$ cat src/rtl/lock_pkg.sv
package lock_pkg;

    typedef enum logic [1:0] {
        LK_COLLECT = 2'd0,
        LK_SPOILED = 2'd1,
        LK_OPEN    = 2'd2,
        LK_REJECT  = 2'd3
    } lock_state_e;

    function automatic logic is_verdict(lock_state_e s);
        return (s == LK_OPEN) || (s == LK_REJECT);
    endfunction

endpackage

$ cat src/rtl/lock_press_detect.sv
module lock_press_detect (
    input  logic clk_i,
    input  logic rst_i,
    input  logic level_i,
    output logic press_o
);

    typedef struct packed {
        logic prev;
    } det_regs_t;

    det_regs_t r_d, r_q;

    always_comb begin
        r_d      = r_q;
        r_d.prev = level_i;
    end

    // The previous level is tracked even during clear, so a button held
    // through clear does not count as a press once clear is released.
    always_ff @(posedge clk_i) begin
        r_q <= r_d;
    end

    assign press_o = level_i & ~r_q.prev;

    AST_SINGLE_PULSE: assert property (@(posedge clk_i) disable iff (rst_i)
        press_o |=> !press_o);

endmodule

$ cat src/rtl/lock_bit_select.sv
module lock_bit_select #(
    parameter int KEY_LEN = 3,
    localparam int IDX_W  = (KEY_LEN > 1) ? $clog2(KEY_LEN) : 1
) (
    input  logic [KEY_LEN-1:0] combo_i,
    input  logic [IDX_W-1:0]   idx_i,
    input  logic               key_i,
    output logic               match_o
);

    logic [KEY_LEN-1:0] hit;

    for (genvar g = 0; g < KEY_LEN; g++) begin : g_digit
        assign hit[g] = (idx_i == IDX_W'(g)) & ~(key_i ^ combo_i[g]);
    end

    assign match_o = |hit;

endmodule

$ cat src/rtl/lock_fsm.sv
module lock_fsm
    import lock_pkg::*;
#(
    parameter int KEY_LEN = 3,
    localparam int IDX_W  = (KEY_LEN > 1) ? $clog2(KEY_LEN) : 1,
    localparam logic [IDX_W-1:0] LAST_IDX = IDX_W'(KEY_LEN - 1)
) (
    input  logic             clk_i,
    input  logic             rst_i,
    input  logic             press_i,
    input  logic             match_i,
    output logic [IDX_W-1:0] idx_o,
    output logic             unlock_o,
    output logic             error_o
);

    typedef struct packed {
        lock_state_e      state;
        logic [IDX_W-1:0] idx;
        logic             unlock;
        logic             error;
    } fsm_regs_t;

    fsm_regs_t r_d, r_q;

    always_comb begin
        r_d = r_q;
        unique case (r_q.state)
            LK_COLLECT, LK_SPOILED: begin
                if (press_i) begin
                    if (r_q.idx == LAST_IDX) begin
                        if (r_q.state == LK_COLLECT && match_i) begin
                            r_d.state  = LK_OPEN;
                            r_d.unlock = 1'b1;
                        end else begin
                            r_d.state = LK_REJECT;
                            r_d.error = 1'b1;
                        end
                        r_d.idx = '0;
                    end else begin
                        r_d.idx = r_q.idx + 1'b1;
                        if (!match_i) begin
                            r_d.state = LK_SPOILED;
                        end
                    end
                end
            end
            LK_OPEN, LK_REJECT: begin
                r_d = r_q;
            end
            default: begin
                r_d.state = LK_COLLECT;
            end
        endcase
        if (rst_i) begin
            r_d.state  = LK_COLLECT;
            r_d.idx    = '0;
            r_d.unlock = 1'b0;
            r_d.error  = 1'b0;
        end
    end

    always_ff @(posedge clk_i) begin
        r_q <= r_d;
    end

    assign idx_o    = r_q.idx;
    assign unlock_o = r_q.unlock;
    assign error_o  = r_q.error;

    AST_ONE_OUTCOME: assert property (@(posedge clk_i) disable iff (rst_i)
        !(unlock_o && error_o));

    AST_CLEAR_QUIET: assert property (@(posedge clk_i)
        rst_i |=> (!unlock_o && !error_o && idx_o == '0));

    AST_VERDICT_ON_PRESS: assert property (@(posedge clk_i) disable iff (rst_i)
        ($rose(unlock_o) || $rose(error_o)) |-> ($past(press_i) && $past(idx_o) == LAST_IDX));

    AST_VERDICT_HOLD: assert property (@(posedge clk_i) disable iff (rst_i)
        (unlock_o || error_o) |=> ($stable(unlock_o) && $stable(error_o)));

    AST_IDX_RANGE: assert property (@(posedge clk_i) disable iff (rst_i)
        idx_o <= LAST_IDX);

    AST_VERDICT_STATE: assert property (@(posedge clk_i) disable iff (rst_i)
        (unlock_o || error_o) |-> is_verdict(r_q.state));

endmodule

$ cat src/rtl/serial_lock.sv
module serial_lock #(
    parameter int KEY_LEN = 3,
    localparam int IDX_W  = (KEY_LEN > 1) ? $clog2(KEY_LEN) : 1
) (
    input  logic               clk_i,
    input  logic               rst_btn_i,
    input  logic               enter_i,
    input  logic               key_i,
    input  logic [KEY_LEN-1:0] combo_i,
    output logic               unlock_o,
    output logic               error_o
);

    logic             press;
    logic             match;
    logic [IDX_W-1:0] idx;

    lock_press_detect u_press (
        .clk_i  (clk_i),
        .rst_i  (rst_btn_i),
        .level_i(enter_i),
        .press_o(press)
    );

    lock_bit_select #(.KEY_LEN(KEY_LEN)) u_select (
        .combo_i(combo_i),
        .idx_i  (idx),
        .key_i  (key_i),
        .match_o(match)
    );

    lock_fsm #(.KEY_LEN(KEY_LEN)) u_fsm (
        .clk_i   (clk_i),
        .rst_i   (rst_btn_i),
        .press_i (press),
        .match_i (match),
        .idx_o   (idx),
        .unlock_o(unlock_o),
        .error_o (error_o)
    );

endmodule

$ cat config.mk
export PLATFORM = sky130hd
export DESIGN_NAME = serial_lock
export DESIGN_NICKNAME = d
export VERILOG_FILES = /design/src/rtl/lock_pkg.sv /design/src/rtl/lock_press_detect.sv /design/src/rtl/lock_bit_select.sv /design/src/rtl/lock_fsm.sv /design/src/rtl/serial_lock.sv
export SDC_FILE = /design/constraint.sdc
export NUM_CORES = 1
export LEC_CHECK = 0
export BUFFER_PORTS_ARGS = -buffer_cell sky130_fd_sc_hd__buf_2
export CAP_MARGIN = 20
export CORE_AREA = 4 4 41 43
export DETAILED_ROUTE_END_ITERATION = 10
export DIE_AREA = 0 0 45 47
export SLEW_MARGIN = 25
export SYNTH_ARGS = -nofsm -noshare
export SYNTH_HDL_FRONTEND = slang
export SYNTH_HIERARCHICAL = 1
export SYNTH_SLANG_ARGS = --single-unit
$ cat constraint.sdc
create_clock -name clk_i -period 1.1 [get_ports clk_i]
set_input_delay 0.11 -clock clk_i [delete_from_list [all_inputs] [get_ports clk_i]]
set_output_delay 0.11 -clock clk_i [all_outputs]
set_load 0.1 [all_outputs]
Yosys cells after proc, flatten, opt, wreduce, memory -nomap -nowiden
Cells that the tools add are included.
Word-level totals
  word-level logic and storage cells: 46
  bits in latches: 0
  flip-flop bits (word level): 7
  memory bits (writable): 0
  input bits: 7
  memories kept: 0
  output and inout bits: 2
  bits in read-only memories: 0
Cells by class
  shifts and indexed selects: 0
  $add $sub $neg: 1
  reductions and logical operators: 10
  multiplexer cells: 8
  equal/unequal tests: 10
  magnitude comparators: 0
  divide/modulo/power cells: 0
  bitwise logic cells: 12
  $mul: 0
Operators with widths (count)
  $mux 6: 2
  $reduce_and 4->1: 2
  $eq 2x2->1 const B: 3
  $not 1->1: 5
  $and 1x1->1: 4
  $eq 2x1->1 const B: 2
  $logic_not 2->1: 2
  $mux 2: 2
  $mux 4: 1
  $ne 2x1->1 const B: 2
  $ne 2x2->1 const B: 2
  $reduce_or 2->1: 2
  $mux 1: 3
  $ne 3x3->1 const B: 1
  $reduce_and 3->1: 1
  $reduce_or 3->1: 1
  $xor 1x1->1: 3
  $add 2x1->2 const B: 1
  $reduce_and 2->1: 1
  $logic_and 1x1->1: 1

Logic depth before layout (Yosys ltp)
Gate-level depths: netlist (run 1).
  word-level depth: 9
  mapped depth: 6

Modules after synthesis
Netlist (run 1), hierarchy kept.
Modules (own cells, without submodules)
  lock_fsm: instances 1, area each 249.0 um^2, cells each 28
  lock_bit_select: instances 1, area each 48.8 um^2, cells each 6
  lock_press_detect: instances 1, area each 33.8 um^2, cells each 2

Worst setup path after synthesis (run 1)
No wires, ideal clock.
  path kind: reg-to-reg
  start point: register u_fsm/unlock_o (netlist name)
  end point: register u_fsm.r_q (netlist bit u_fsm/unlock_o)
  arrival: 1122 ps
  cell stages (with the launch flop): 3
  buffers on the path: 0
  setup time: 92 ps
  setup slack: -114 ps
  cell sequence: dfxtp_1 > inv_1 > o32ai_1
RTL lines
  end signal, assigned: line lock_fsm.sv:64  | r_q <= r_d;
  end, declared: line lock_fsm.sv:24  | fsm_regs_t r_d, r_q;

Worst setup path after layout (run 1)
  start point: register u_press.r_q
  end point: register u_fsm.r_q (netlist bit u_fsm/unlock_o)
Between the ends
  word-level cells in the longest chain between the ends: 4
RTL lines
  start, declared: line lock_press_detect.sv:12  | det_regs_t r_d, r_q;
  start signal, assigned: line lock_press_detect.sv:22  | r_q <= r_d;
  $not 1->1: line lock_press_detect.sv:25  | assign press_o = level_i & ~r_q.prev;
  $and 1x1->1: line lock_press_detect.sv:25
  named net press: line serial_lock.sv:14  | logic press;
  $ne 2x2->1 (no source line)
  $reduce_and 4->1 (no source line)
The timed path passes the listed nets, and every way through them passes these cells.
A chain may end at the register's enable or synchronous reset.

==> summary.txt, run 1 <==
vias per cell = 4.54
sequential fraction of the synthesis area = 42.3%
Tcrit/Tclk final = 106%
met3 usage = 3.45%
Synth Instances = 36
Skew-Pair Late Insertion Delay = 0.25 ns
Hold WC Path Type = in -> reg
Starting Density = 25.5%
# DRC = 0
Tot GR Track Use = 7.05%
CP Data Required Time = 1.25 ns
synth cell count leaders = 7 x dfxtp_1, 4 x inv_1, 3 x a21oi_1, 3 x nor2_1, 3 x xnor2_1
initial antenna violation count = 0
Critical Path AT = 1.31 ns
total wire length = 688 µm
share of layout cells above drive strength 1 = 46.0%
nets = 58
Avg Synthesized Cell Area = 9.21 µm²
Placer Congestion = 0.736
Yosys reg bits = 7
Initial DRC Count = 8
met1 Resource Use GR = 8.72%
Final Slew Violations = 0
routed length per placed instance = 10.6 µm
Tightest Pin Transition = 0.225 ns
Area growth syn-to-layout = 46.4%
Synth area leaders = dfxtp_1 42%, xnor2_1 7.9%, a21oi_1 4.5%
worst-case clock buffer depth = 2
post-route ant nets = 0
crit path kind = reg -> reg
failing checks = setup timing
Fin Setup TNS = -0.0665 ns
Fmax achieved = 0.861 GHz
RSZ-0062 raised after global routing = true
relative slew slack = 85.0%
worst r2r dst = u_fsm/unlock_o
Site Rows = 13
Synth cell types = 18
IO Pins = 9
CTS buffer count = 3
clock-pin slew on the worst setup and hold paths = 0.05 ns
Core Area = 1300 µm²
Leak = 0.000192 µW
non-filler cells, final = 65
Hold WS = 0.0967 ns
vias in the first global route = 262
Mapped Nets = 43
fillers = 135
CTS tree = yes
pre-CTS worst setup slack = 0.0390 ns
startpoint types = register
crit path to = u_fsm/unlock_o
largest net degree at the start of global routing = 7
status = finished, violations left
Mapped Area = 332 µm²
# diodes = 0
first-pass GRT wire length = 993 µm
hold path depth = 2
Die Y = 47 µm
gr ovfl total = 0
count of flip-flops with a built-in enable after synthesis = 0
Max Cap Violations = 0
CP Max Fanout = 3
port bufs = 8
PnR Total Power = 595 µW
Synth area leader = dfxtp_1
Final min period = 1.16 ns
H-tree depth = 1
global route hottest layer = met1
placed insts = 58
cell with the most instances after synthesis = dfxtp_1
share of synthesized flip-flops with an asynchronous set or reset = 0%
Die ar. = 2120 µm²
FF-to-FF path depth = 4
Critical R2R Launch = u_press/r_q
final setup skew = 0.00284 ns
CP startpoint = u_press/r_q
setup slack, reg-to-reg = -0.06 ns
CP endpoint kind = register
Synth Flop Type = dfxtp_1
fin worst setup slack = -0.0608 ns
Final setup viols = 2
number of clock sinks = 7
vias = 295
Final Hold Vio Count = 0
number of iterations in the first detailed-routing pass = 6
synth warn = 6
met2 usage = 8.47%
Die X = 45 µm
post-DP HPWL = 412 µm
Worst IR Drop VDD = 0.000559 V
post-synth top area share = 42.3%
PwrDens = 1220 nW/µm²
root buffer cell = clkbuf_4
==> cells in the final DEF, fill, tap and decap left out <==
| cell type | count |
|---|---|
| buf_4 | 3 |
| nor2_1 | 3 |
| nand3b_1 | 1 |
| a31oi_1 | 1 |
| nor2b_4 | 1 |
| clkbuf_1 | 1 |
| o32ai_2 | 1 |
| dfxtp_2 | 3 |
| or3_1 | 2 |
| buf_12 | 2 |
| a21oi_2 | 1 |
| inv_1 | 4 |
| nand2b_4 | 1 |
| o21ai_1 | 1 |
| xnor2_1 | 3 |
| clkbuf_4 | 3 |
| a21oi_1 | 2 |
| dfxtp_1 | 4 |
| nand4_1 | 1 |
| o2bb2ai_2 | 1 |
| mux2i_1 | 1 |
| dlygate4sd3_1 | 1 |
| buf_2 | 6 |
| nand2_1 | 2 |
| and2b_2 | 1 |
==> critical path, cell delays in order (launching register included) <==
cell and delay [ns]:
dfxtp_2 0.32, nor2b_4 0.14, and2b_2 0.17, nand4_1 0.13
o32ai_2 0.30
==> worst min-delay path by stage <==
stage	from	end	slack, ns
6_report	rst_btn_i	u_fsm/idx_o[0]	0.1
5_1_grt	rst_btn_i	u_fsm/idx_o[0]	0.10
4_1_cts	rst_btn_i	u_fsm/idx_o[0]	0.09
3_5_place_dp	enter_i	u_press/r_q	0.23
3_3_place_gp	enter_i	u_press/r_q	0.23
2_1_floorplan	enter_i	u_press/r_q	0.14
==> flip-flops by register name, summed over array words and instances (netlist names) <==
name,cells
u_fsm/error_o,1
u_fsm/idx_o,2
u_press/r_q,1
u_fsm/unlock_o,1
u_fsm/r_q,2
==> layout make-up <==
class	instances	area, µm²	area share (%)
multi-input combinational	23	179	36.9
sequential	7	144	29.6
timing repair buffer	12	103	21.1
clock buffer	4	26.3	5.41
tap	15	18.8	3.87
inverter	4	15.0	3.09
==> kinds of logic after synthesis <==
family	count (synthesis)	share of synthesized area [%]
DFF	7	42.3
and+or+nand+nor	12	24.5
muxes	1	3.02
AOI/OAI and AO/OA	7	13.2
buffers and inverters	6	9.05
xor gates and xnor gates	3	7.93
==> metal layers <==
metal	wire length (µm)	vias to the layer above
met2	329	10
met1	287	133
met4	31	0
met5	0	-
met3	39	4
li1	-	148
==> power breakdown <==
| part | internal, µW | switching [µW] | total [µW] | leakage (µW) |
|---|---|---|---|---|
| Sequential | 263 | 8.74 | 272 | 0.0000582 |
| Combinational | 41.6 | 42.4 | 84.1 | 0.000119 |
| Clock | 139 | 99.8 | 239 | 0.0000150 |
==> stage by stage <==
| step | utilization [%] | instance area (µm²) |
|---|---|---|
| 2_1_floorplan | - | 334 |
| 3_3_place_gp | 31.9 | 415 |
| 3_5_place_dp | 31.9 | 415 |
| 4_1_cts | 34.7 | 452 |
| 5_1_grt | 37.3 | 485 |
| 6_report | 37.3 | 485 |
==> what timing repair did <==
| action | in CTS | in global routing |
|---|---|---|
| resized for setup | 0 | 4 |
| endpoints found under the setup margin | 0 | 3 |
| hold endpoints to repair | 1 | 0 |
| hold buffers | 1 | 0 |
| buffers inserted | 0 | 2 |
Note: power is estimated with default switching activity, not from simulation.
==> run 2: changes to the inputs <==
- SYNTH_HIERARCHICAL: 1 -> not set
==> run 2 against run 1 <==
  * The run now ends clean
  * Flip-flop and latch count unchanged
  * Final cell count is 1.5% lower
  * Via count shrank 1.0%
  * Die area is the same
  * First-iteration DRC count grew 13%
  * Non-clock buffer count stayed put
  * Sequential share of layout area is essentially flat
  * Count of clock-buffer cells in the layout unchanged
  * Critical endpoint is now u_fsm.unlock_o
  * Largest cell class unchanged
  * Largest power group unchanged
==> summary.txt, run 2 <==
status = finished, final reports clean (was finished, violations left)
startpoint types = register (unchanged)
hold path depth = 2 (unchanged)
CTS tree = yes (unchanged)
final setup skew = 0.00443 ns (was 0.00284 ns)
Fmax achieved = 0.914 GHz (was 0.861 GHz)
met2 usage = 12.1% (was 8.47%)
Final min period = 1.09 ns (was 1.16 ns)
Final Hold Vio Count = 0 (unchanged)
Yosys reg bits = 7 (unchanged)
crit path kind = reg -> reg (unchanged)
sequential cell area = 150 µm² (was 144 µm²)
post-synth top area share = 43.9% (was 42.3%)
Avg Synthesized Cell Area = 9.67 µm² (was 9.21 µm²)
Die Y = 47 µm (unchanged)
Core Area = 1300 µm² (unchanged)
number of iterations in the first detailed-routing pass = 4 (was 6)
CP endpoint kind = register (unchanged)
vias in the first global route = 265 (was 262)
port bufs = 8 (unchanged)
Worst IR Drop VDD = 0.000518 V (was 0.000559 V)
# diodes = 0 (unchanged)
Tot GR Track Use = 7.36% (was 7.05%)
Hold WC Path Type = in -> reg (unchanged)
RSZ-0062 raised after global routing = true (unchanged)
PwrDens = 1220 nW/µm² (about the same)
post-DP HPWL = 447 µm (was 412 µm)
FF-to-FF path depth = 3 (was 4)
CP Data Required Time = 1.25 ns (about the same)
# DRC = 0 (unchanged)
CP Max Fanout = 4 (was 3)
synth cell count leaders = 7 x dfxtp_1, 7 x nor2_1, 3 x xnor2_1 (was 7 x dfxtp_1, 4 x inv_1, 3 x a21oi_1, 3 x nor2_1, 3 x xnor2_1)
min-delay src = rst_btn_i (unchanged)
IO Pins = 9 (unchanged)
Tcrit/Tclk final = 99.5% (was 106%)
Tightest Pin Transition = 0.196 ns (was 0.225 ns)
hold worst-path end = u_fsm.r_q[5] (was u_fsm/idx_o[0])
Mapped Area = 319 µm² (was 332 µm²)
Fin Setup TNS = 0 ns (was -0.0665 ns)
PnR Total Power = 616 µW (was 595 µW)
Starting Density = 24.5% (was 25.5%)
Critical Path AT = 1.24 ns (was 1.31 ns)
Synth area leaders = dfxtp_1 44%, nor2_1 8.2%, xnor2_1 8.2% (was dfxtp_1 42%, xnor2_1 7.9%, a21oi_1 4.5%)
CTS buffer count = 3 (unchanged)
vias per cell = 4.56 (was 4.54)
nets = 57 (was 58)
Die X = 45 µm (unchanged)
met1 Resource Use GR = 7.99% (was 8.72%)
Placer Congestion = 0.672 (was 0.736)
relative slew slack = 86.9% (was 85.0%)
Leak = 0.000206 µW (was 0.000192 µW)
routed length per placed instance = 10.8 µm (was 10.6 µm)
worst r2r dst = u_fsm.unlock_o (was u_fsm/unlock_o)
setup slack, reg-to-reg = 0.006 ns (was -0.06 ns)
fin util = 38.9% (was 37.3%)
vias = 292 (was 295)
Max Cap Violations = 0 (unchanged)
number of clock sinks = 7 (unchanged)
global route hottest layer = met2 (was met1)
initial antenna violation count = 0 (unchanged)
root buffer cell = clkbuf_4 (unchanged)
count of flip-flops with a built-in enable after synthesis = 0 (unchanged)
largest net degree at the start of global routing = 7 (unchanged)
Synth Instances = 33 (was 36)
gr ovfl total = 0 (unchanged)
sequential fraction of the synthesis area = 43.9% (was 42.3%)
Critical R2R Launch = u_fsm.idx_o[0] (was u_press/r_q)
Initial DRC Count = 9 (was 8)
worst-case clock buffer depth = 2 (unchanged)
Synth area leader = dfxtp_1 (unchanged)
share of synthesized flip-flops with an asynchronous set or reset = 0% (unchanged)
Site Rows = 13 (unchanged)
synth warn = 0 (was 6)
Synth Flop Type = dfxtp_1 (unchanged)
Synth cell types = 16 (was 18)
share of layout cells above drive strength 1 = 59.2% (was 46.0%)
met3 usage = 2.30% (was 3.45%)
Final Slew Violations = 0 (unchanged)
most frequent cells in the layout = 6 x nor2_1, 6 x buf_2, 5 x dfxtp_2 (was 6 x buf_2, 4 x inv_1, 4 x dfxtp_1)
Final setup viols = 0 (was 2)
area of the multi-input gates = 201 µm² (was 179 µm²)
clock-pin slew on the worst setup and hold paths = 0.06 ns (was 0.05 ns)
largest registers = u_fsm.idx_o (2), u_fsm.r_q (2) (was u_fsm/idx_o (2), u_fsm/r_q (2))
first-pass GRT wire length = 1070 µm (was 993 µm)
Skew-Pair Late Insertion Delay = 0.26 ns (was 0.25 ns)
H-tree depth = 1 (unchanged)
Area growth syn-to-layout = 58.8% (was 46.4%)
post-route ant nets = 0 (unchanged)
fillers = 149 (was 135)
Mapped Nets = 40 (was 43)
total wire length = 689 µm (was 688 µm)
Die ar. = 2120 µm² (unchanged)
run 2: changes by cell type in the layout (fill, tap and decap cells not counted), moves of 2 or more:
cell	delta
dfxtp_1	-3
nor2_1	+3
a21oi_1	-2
dfxtp_2	+2
inv_1	-2
nand2_2	+2
or3_1	-2
run 2: worst max-delay path by stage:
stage | from | end | slack, ns | cells after the start
3_5_place_dp | u_fsm.idx_o[0] | u_fsm.unlock_o | 0.03 | 4
6_report | u_fsm.idx_o[0] | u_fsm.unlock_o | 0.006 | 3
2_1_floorplan | u_fsm.r_q[5] | u_fsm.error_o | 0.04 | 4
3_3_place_gp | u_fsm.r_q[5] | u_fsm.error_o | 0.04 | 4
4_1_cts | u_fsm.idx_o[0] | u_fsm.unlock_o | 0.003 | 4
5_1_grt | u_fsm.idx_o[0] | u_fsm.unlock_o | -0.04 | 3
run 2: stage by stage:
| stage | hold slack [ns] | worst slack (ns) | cells | area (µm²) |
|---|---|---|---|---|
| global placement | 0.242 | 0.0407 | 57 | 418 |
| finish | 0.0817 | 0.00588 | 64 | 507 |
| detailed placement | 0.243 | 0.0290 | 57 | 418 |
| floorplan | 0.138 | 0.0443 | 33 | 322 |
| CTS | 0.0886 | 0.00300 | 62 | 457 |
| global route | 0.101 | -0.0362 | 64 | 507 |
run 2: critical path, stage by stage (launching register included):
cell     delay, ns
dfxtp_2       0.35
and2b_2       0.25
and2_4        0.15
a32o_1        0.23
run 2: layout make-up:
type | count | share of cell area (%)
Sequential cell | 7 | 29.6
Multi-Input combinational cell | 24 | 39.8
Timing Repair Buffer | 12 | 20.2
Tap cell | 15 | 3.70
Clock buffer | 4 | 5.19
Inverter | 2 | 1.48
run 2: kinds of logic (layout without fill, tap and decap cells):
logic type | after synthesis | in the layout | share of synthesized area (%)
simple gates | 14 | 14 | 25.1
mux | 2 | 2 | 6.27
xor+xnor | 3 | 3 | 8.24
buf+inv | 2 | 18 | 2.35
compound gates | 5 | 5 | 14.1
flops | 7 | 7 | 43.9
run 2: per-layer routing:
layer / vias up / routed length, µm
met5: - / 0
met3: 2 / 53
met1: 134 / 274
met2: 12 / 345
li1: 144 / -
met4: 0 / 16
run 2: repair_timing:
action | in CTS | in global routing
resized for setup | 2 | 10
buffers inserted | 0 | 2
pin swaps | 2 | 5
endpoints found under the hold margin | 1 | 0
hold buffers | 1 | 0
setup endpoints to repair | 1 | 4
run 2: power breakdown:
part	internal [µW]	leakage [µW]	switching, µW	total (µW)
clock	139	0.0000150	107	246
sequential	263	0.0000599	10.1	273
combinational	51.7	0.000131	45.4	97.1
